<file path="src/rtl/baud_pkg.sv">
package baud_pkg;
  localparam int CTL_W       = 8;
  localparam int SPEED_W     = 3;
  localparam int PRE_LO      = 10;
  localparam int PRE_HI      = 30;
  localparam int RATIO_LO    = 16;
  localparam int RATIO_HI    = 64;
  localparam int MAX_EXP     = 6;
  localparam int SYNC_STAGES = 2;
  localparam logic [SPEED_W-1:0] EXT_CODE = 3'd7;

  localparam int BIT_PRE   = 7;
  localparam int BIT_RATIO = 6;
  localparam int BIT_PAR   = 5;

  typedef struct packed {
    logic               pre_hi;
    logic               ratio_hi;
    logic               par_odd;
    logic [SPEED_W-1:0] speed;
  } ctl_t;
endpackage

</file>
<file path="src/rtl/bt_prescaler.sv">
module bt_prescaler #(
  parameter int DIV_LO = 10,
  parameter int DIV_HI = 30
) (
  input  logic clk,
  input  logic rst_n,
  input  logic restart,
  input  logic sel_hi,
  output logic tick
);
  localparam int CW = $clog2(DIV_HI);

  logic [CW-1:0] cnt_q, cnt_d;
  logic [CW-1:0] last;

  always_comb begin
    last  = sel_hi ? CW'(DIV_HI - 1) : CW'(DIV_LO - 1);
    tick  = !restart && (cnt_q == last);
    cnt_d = cnt_q;
    if (restart || tick) cnt_d = '0;
    else                 cnt_d = cnt_q + 1'b1;
  end

  always_ff @(posedge clk or negedge rst_n) begin
    if (!rst_n) cnt_q <= '0;
    else        cnt_q <= cnt_d;
  end

  a_r7_prescale_restart: assert property (@(posedge clk) disable iff (!rst_n)
    restart |=> (cnt_q == '0));
  a_r2_prescale_bound: assert property (@(posedge clk) disable iff (!rst_n)
    cnt_q <= CW'(DIV_HI - 1));
endmodule

</file>
<file path="src/rtl/bt_pow2_div.sv">
module bt_pow2_div #(
  parameter int MAX_EXP = 6,
  parameter int EXP_W   = 3
) (
  input  logic             clk,
  input  logic             rst_n,
  input  logic             restart,
  input  logic             in_tick,
  input  logic [EXP_W-1:0] expo,
  output logic             out_tick
);
  logic [MAX_EXP-1:0] cnt_q, cnt_d;
  logic [MAX_EXP-1:0] mask;

  always_comb begin
    mask = '0;
    for (int i = 0; i < MAX_EXP; i++) begin
      if (i < int'(expo)) mask[i] = 1'b1;
    end
    out_tick = in_tick && (cnt_q == mask);
    cnt_d    = cnt_q;
    if (restart)       cnt_d = '0;
    else if (out_tick) cnt_d = '0;
    else if (in_tick)  cnt_d = cnt_q + 1'b1;
  end

  always_ff @(posedge clk or negedge rst_n) begin
    if (!rst_n) cnt_q <= '0;
    else        cnt_q <= cnt_d;
  end

  a_r3_speed_bound: assert property (@(posedge clk) disable iff (!rst_n)
    (cnt_q & ~mask) == '0);
endmodule

</file>
<file path="src/rtl/bt_ext_edge.sv">
module bt_ext_edge #(
  parameter int STAGES = 2
) (
  input  logic clk,
  input  logic rst_n,
  input  logic async_in,
  output logic rise
);
  logic [STAGES:0] pipe_q;

  genvar g;
  generate
    for (g = 0; g <= STAGES; g++) begin : g_stage
      if (g == 0) begin : g_first
        always_ff @(posedge clk or negedge rst_n) begin
          if (!rst_n) pipe_q[0] <= 1'b0;
          else        pipe_q[0] <= async_in;
        end
      end else begin : g_next
        always_ff @(posedge clk or negedge rst_n) begin
          if (!rst_n) pipe_q[g] <= 1'b0;
          else        pipe_q[g] <= pipe_q[g-1];
        end
      end
    end
  endgenerate

  assign rise = pipe_q[STAGES-1] && !pipe_q[STAGES];

  a_r6_edge_single: assert property (@(posedge clk) disable iff (!rst_n)
    rise |=> !rise);
endmodule

</file>
<file path="src/rtl/bt_ratio_div.sv">
module bt_ratio_div #(
  parameter int N_LO = 16,
  parameter int N_HI = 64
) (
  input  logic clk,
  input  logic rst_n,
  input  logic restart,
  input  logic sel_hi,
  input  logic in_tick,
  output logic out_tick
);
  localparam int CW = $clog2(N_HI);

  logic [CW-1:0] cnt_q, cnt_d;
  logic [CW-1:0] last;

  always_comb begin
    last     = sel_hi ? CW'(N_HI - 1) : CW'(N_LO - 1);
    out_tick = in_tick && (cnt_q == last);
    cnt_d    = cnt_q;
    if (restart)       cnt_d = '0;
    else if (out_tick) cnt_d = '0;
    else if (in_tick)  cnt_d = cnt_q + 1'b1;
  end

  always_ff @(posedge clk or negedge rst_n) begin
    if (!rst_n) cnt_q <= '0;
    else        cnt_q <= cnt_d;
  end

  a_r4_ratio_bound: assert property (@(posedge clk) disable iff (!rst_n)
    cnt_q <= last);
endmodule

</file>
<file path="src/rtl/baud_tick_gen.sv">
module baud_tick_gen
  import baud_pkg::*;
(
  input  logic             clk,
  input  logic             rst_n,
  input  logic             ctl_wr,
  input  logic [CTL_W-1:0] ctl_wdata,
  output logic [CTL_W-1:0] ctl_rdata,
  input  logic             ext_clk_in,
  input  logic             cts_in,
  input  logic             tx_empty_in,
  output logic             tx_empty_out,
  output logic             sample_tick,
  output logic             bit_tick,
  output logic             parity_odd
);
  logic [1:0] rst_pipe_q;
  logic       rst_q;
  ctl_t       ctl_q, ctl_d;
  logic       wr_eff;
  logic       pre_tick, speed_tick, ext_rise, ext_mode;

  always_ff @(posedge clk or negedge rst_n) begin
    if (!rst_n) rst_pipe_q <= 2'b00;
    else        rst_pipe_q <= {rst_pipe_q[0], 1'b1};
  end
  assign rst_q  = rst_pipe_q[1];
  assign wr_eff = ctl_wr && rst_q;

  always_comb begin
    ctl_d = ctl_q;
    if (wr_eff) begin
      ctl_d.pre_hi   = ctl_wdata[BIT_PRE];
      ctl_d.ratio_hi = ctl_wdata[BIT_RATIO];
      ctl_d.par_odd  = ctl_wdata[BIT_PAR];
      ctl_d.speed    = ctl_wdata[SPEED_W-1:0];
    end
  end

  always_ff @(posedge clk or negedge rst_q) begin
    if (!rst_q) begin
      ctl_q.pre_hi   <= 1'b0;
      ctl_q.ratio_hi <= 1'b0;
      ctl_q.par_odd  <= 1'b0;
      ctl_q.speed    <= EXT_CODE;
    end else begin
      ctl_q <= ctl_d;
    end
  end

  bt_prescaler #(.DIV_LO(PRE_LO), .DIV_HI(PRE_HI)) u_pre (
    .clk(clk), .rst_n(rst_q), .restart(wr_eff),
    .sel_hi(ctl_q.pre_hi), .tick(pre_tick));

  bt_pow2_div #(.MAX_EXP(MAX_EXP), .EXP_W(SPEED_W)) u_speed (
    .clk(clk), .rst_n(rst_q), .restart(wr_eff), .in_tick(pre_tick),
    .expo(ctl_q.speed), .out_tick(speed_tick));

  bt_ext_edge #(.STAGES(SYNC_STAGES)) u_ext (
    .clk(clk), .rst_n(rst_q), .async_in(ext_clk_in), .rise(ext_rise));

  assign ext_mode    = (ctl_q.speed == EXT_CODE);
  assign sample_tick = !wr_eff && (ext_mode ? ext_rise : speed_tick);

  bt_ratio_div #(.N_LO(RATIO_LO), .N_HI(RATIO_HI)) u_ratio (
    .clk(clk), .rst_n(rst_q), .restart(wr_eff), .sel_hi(ctl_q.ratio_hi),
    .in_tick(sample_tick), .out_tick(bit_tick));

  assign parity_odd   = ctl_q.par_odd;
  assign tx_empty_out = tx_empty_in && !cts_in;
  assign ctl_rdata    = {cts_in, ctl_q.ratio_hi, ctl_q.par_odd, 2'b00, ctl_q.speed};

  a_r4_bit_on_sample: assert property (@(posedge clk) disable iff (!rst_q)
    bit_tick |-> sample_tick);
  a_r7_silent_write: assert property (@(posedge clk) disable iff (!rst_q)
    wr_eff |-> (!sample_tick && !bit_tick));
  a_r8_cts_blocks_empty: assert property (@(posedge clk) disable iff (!rst_q)
    cts_in |-> !tx_empty_out);
endmodule

</file>
<file path="config.mk">
export PLATFORM = sky130hd
export DESIGN_NAME = baud_tick_gen
export DESIGN_NICKNAME = d
export VERILOG_FILES = /design/src/rtl/baud_pkg.sv /design/src/rtl/bt_prescaler.sv /design/src/rtl/bt_pow2_div.sv /design/src/rtl/bt_ext_edge.sv /design/src/rtl/bt_ratio_div.sv /design/src/rtl/baud_tick_gen.sv
export SDC_FILE = /design/constraint.sdc
export NUM_CORES = 1
export LEC_CHECK = 0
export ABC_CLOCK_PERIOD_IN_PS = 2400
export BUFFER_PORTS_ARGS = -buffer_cell sky130_fd_sc_hd__buf_2
export CAP_MARGIN = 20
export CORE_MARGIN = 10
export CORE_UTILIZATION = 40
export CTS_CLUSTER_DIAMETER = 60
export DETAILED_ROUTE_END_ITERATION = 10
export MAX_ROUTING_LAYER = met4
export PLACE_DENSITY = 0.59
export SYNTH_ARGS = -nofsm -noshare
export SYNTH_HDL_FRONTEND = slang
export SYNTH_HIERARCHICAL = 1
export SYNTH_SLANG_ARGS = --single-unit
</file>
<file path="constraint.sdc">
create_clock -name clk -period 2.4 [get_ports clk]
set_input_delay 0.12 -clock clk [delete_from_list [all_inputs] [get_ports clk]]
set_output_delay 0.12 -clock clk [all_outputs]
set_load 0.02 [all_outputs]
</file>
==> reports/qor.txt <==
status: complete, but fails checks
failing checks: setup timing
Final Skew: 0.00204 ns
via/cell ratio: 5.18
crit path max-delay cell type: a2111oi_2
final cell count without fillers: 244
Commonest cells post-synth: dfrtp_1, nand2_1, buf_4
Seq cells post-synth: 28
synthesized instance count: 159
Buffers on Ports: 21
Die Wd: 82.8 µm
grt met2 use: 14.7%
most instantiated library cell after synthesis: dfrtp_1
Syn Area/Cell: 9.92 µm²
crit path DAT: 2.46 ns
Mapped Area: 1580 µm²
worst skew pair latency: 0.27 ns
gr busiest metal: met2
WHS: 0.0801 ns
CTS Sinks: 28
Worst Setup End Kind: output pin
fin crit period: 2.58 ns
nets: 215
Main synth FF type: dfrtp_1
Site Rows: 22
drt drc: 0
DRT iter0 DRCs: 66
LEAKAGE: 0.896 nW
root buf cell: clkbuf_8
power per cell area: 619 nW/µm²
number of hold violations in the final report: 0
CTS tree: done
die height: 82.8 µm
Area contributors post-synth: dfrtp_1, dfstp_2, mux2_2, buf_4, nand2_1
RSZ-0062 raised after global routing: yes
first-pass GRT wire length: 5620 µm
total track usage: 9.52%
largest net degree at the start of global routing: 29
synth-to-layout area growth: 26.9%
Post-DRT Antenna Nets: 0
I/O Pins: 26
CP peak stage delay: 0.42 ns
worst hold path type: input pin to register
Final GP Congestion: 0.809
Core Area: 3740 µm²
dpl cells: 231
Slew Limit Fails: 0
met1 Track Usage GR: 12.0%
Yosys cell types: 50
Reg clk slew, reported paths: 0.10 ns
total power: 0.00124 W
top cell type's share of synthesized area: 39.7%
most frequent CP cell: buf_4
fmax: 388 MHz
DIE AREA: 6860 µm²
vias in the first global route: 1229
H-tree depth: 1
Initial DRT Pass Iterations: 4
post-synthesis sequential area ratio: 44.6%
buffers plus inverters on the worst setup path: 2
dominant cell type by area after synthesis: dfrtp_1
worst path cell trace: buf_4 -> a2111oi_2 -> a31oi_4 -> a211oi_4 -> and2_1 -> a21boi_2 -> mux2_4 -> nand4_1 -> nor2_1 -> buf_4
Setup WS pre-CTS: -0.0519 ns
kind of critical path: register to output pin
yosys warns: 6
deepest clock path buffer count: 2
worst-path fanout max: 5
Tcrit/Tclk final: 107%
max-cap viol count: 0
GRT overflow: 0
Crit path max-delay family: compound AO/OA/AOI/OAI gates
Post-DP HPWL: 2460 µm
routed via count: 1263
routed wire length: 3400 µm
Critical Path RT: 2.28 ns
final setup fails: 5
antenna violations before repair: 0
Num CTS Buffers: 3
Peak VDD IR: 0.359 mV
Routed WL per cell: 13.9 µm
setup ws final: -0.177 ns
Post-synth EDFFs: 0
GR Layer Usage met3: 2.64%
layout cells sized above 1: 39.8%
antenna cell count: 0
type of origin of the critical path: register
Initial Util: 42.1%
ys async rst share: 100%
[final cells by class]
type / instances / area (µm²)
Fill cell: 352 / 1740
Multi-Input combinational cell: 115 / 848
Sequential cell: 28 / 708
Timing Repair Buffer: 44 / 295
Tap cell: 48 / 60.1
Clock buffer: 3 / 41.3
Clock inverter: 1 / 30.0
Inverter: 5 / 18.8
[report_power, final]
part	total, W	internal, W	switching, W
sequential	0.000585	0.000528	0.0000566
clock	0.000366	0.000223	0.000143
combinational	0.000287	0.000140	0.000147
total	0.00124	0.000891	0.000347
[sequential cells by signal, summed over array words and instances (netlist names)]
register       cells
u_ratio/cnt_q      6
u_speed/cnt_q      6
u_pre/cnt_q        5
ctl_rdata          4
u_ext/pipe_q       3
rst_pipe_q         2
ctl_q              1
parity_odd         1
[worst reg2reg max path, delay by kind of cell (launching register included)]
kind | cells | cell delay, ns
muxes | 1 | 0.17
and+or+nand+nor | 3 | 0.57
buffers and inverters | 2 | 0.32
DFF | 1 | 0.41
AOI/OAI and AO/OA | 5 | 1.02
[per-stage QoR]
step / cell area [µm²] / util, % / TNS, ns
after floorplan: 1600 / - / -0.151
after global placement: 1780 / 47.6 / -0.0000189
after detailed placement: 1780 / 47.6 / -0.0945
after CTS: 1910 / 51.1 / -0.523
after global routing: 2000 / 53.5 / -1.25
final: 2000 / 53.5 / -0.539
[cell families (layout without fill, tap and decap cells)]
kind of cell,Yosys count,in the layout,synth area share [%]
simple gates,65,65,22.5
flops,28,28,44.6
other cells,2,3,0.476
fa+ha+maj,4,4,3.17
compound gates,28,28,13.0
xor+xnor,7,7,3.89
buf+inv,17,53,6.66
mux,8,8,5.63
[final timing paths]
kind	start	to	slack [ns]	cells past startpoint
setup / recovery	ctl_rdata[1]	bit_tick	-0.18	10
hold reg to reg	rst_pipe_q[1]	u_ext/pipe_q[2]	0.35	1
min in group asynchronous	rst_n	rst_pipe_q[1]	0.16	2
hold / removal	ctl_wdata[5]	parity_odd	0.08	2
max in group asynchronous	rst_pipe_q[1]	ctl_rdata[0]	1.75	1
setup reg to reg	ctl_rdata[1]	u_ratio/cnt_q[4]	-0.17	11
[cells in the final DEF (no fill, tap or decap), types with 3 or more instances in the layout]
master,Yosys,final
dfrtp_1,25,24
nand2_1,17,15
a21oi_1,4,3
xor2_1,4,4
ha_1,4,4
buf_4,9,21
nor3_1,8,8
dfstp_2,3,3
nand2_2,1,3
conb_1,2,3
mux2_2,7,6
nand3_1,8,8
nor2_1,7,6
inv_1,5,3
o21ai_1,5,5
nor2b_1,4,4
buf_2,0,19
xnor2_1,3,3
nand4_1,3,3
o21ai_0,3,3
clkbuf_8,0,3
[per-layer routing]
layer | vias up | wire length [µm]
met5 | - | 0
met4 | 0 | 23
met3 | 2 | 169
met2 | 24 | 1570
met1 | 615 | 1640
li1 | 622 | -
[repair_timing]
| action | CTS | global route |
|---|---|---|
| gates cloned | 0 | 0 |
| endpoints found under the setup margin | 3 | 8 |
| buffers inserted | 4 | 3 |
| hold buffers | 2 | 0 |
| pin swaps | 6 | 5 |
| gates resized for setup | 3 | 15 |
| hold endpoints to repair | 3 | 0 |
Power figures use the tool's default switching activity.
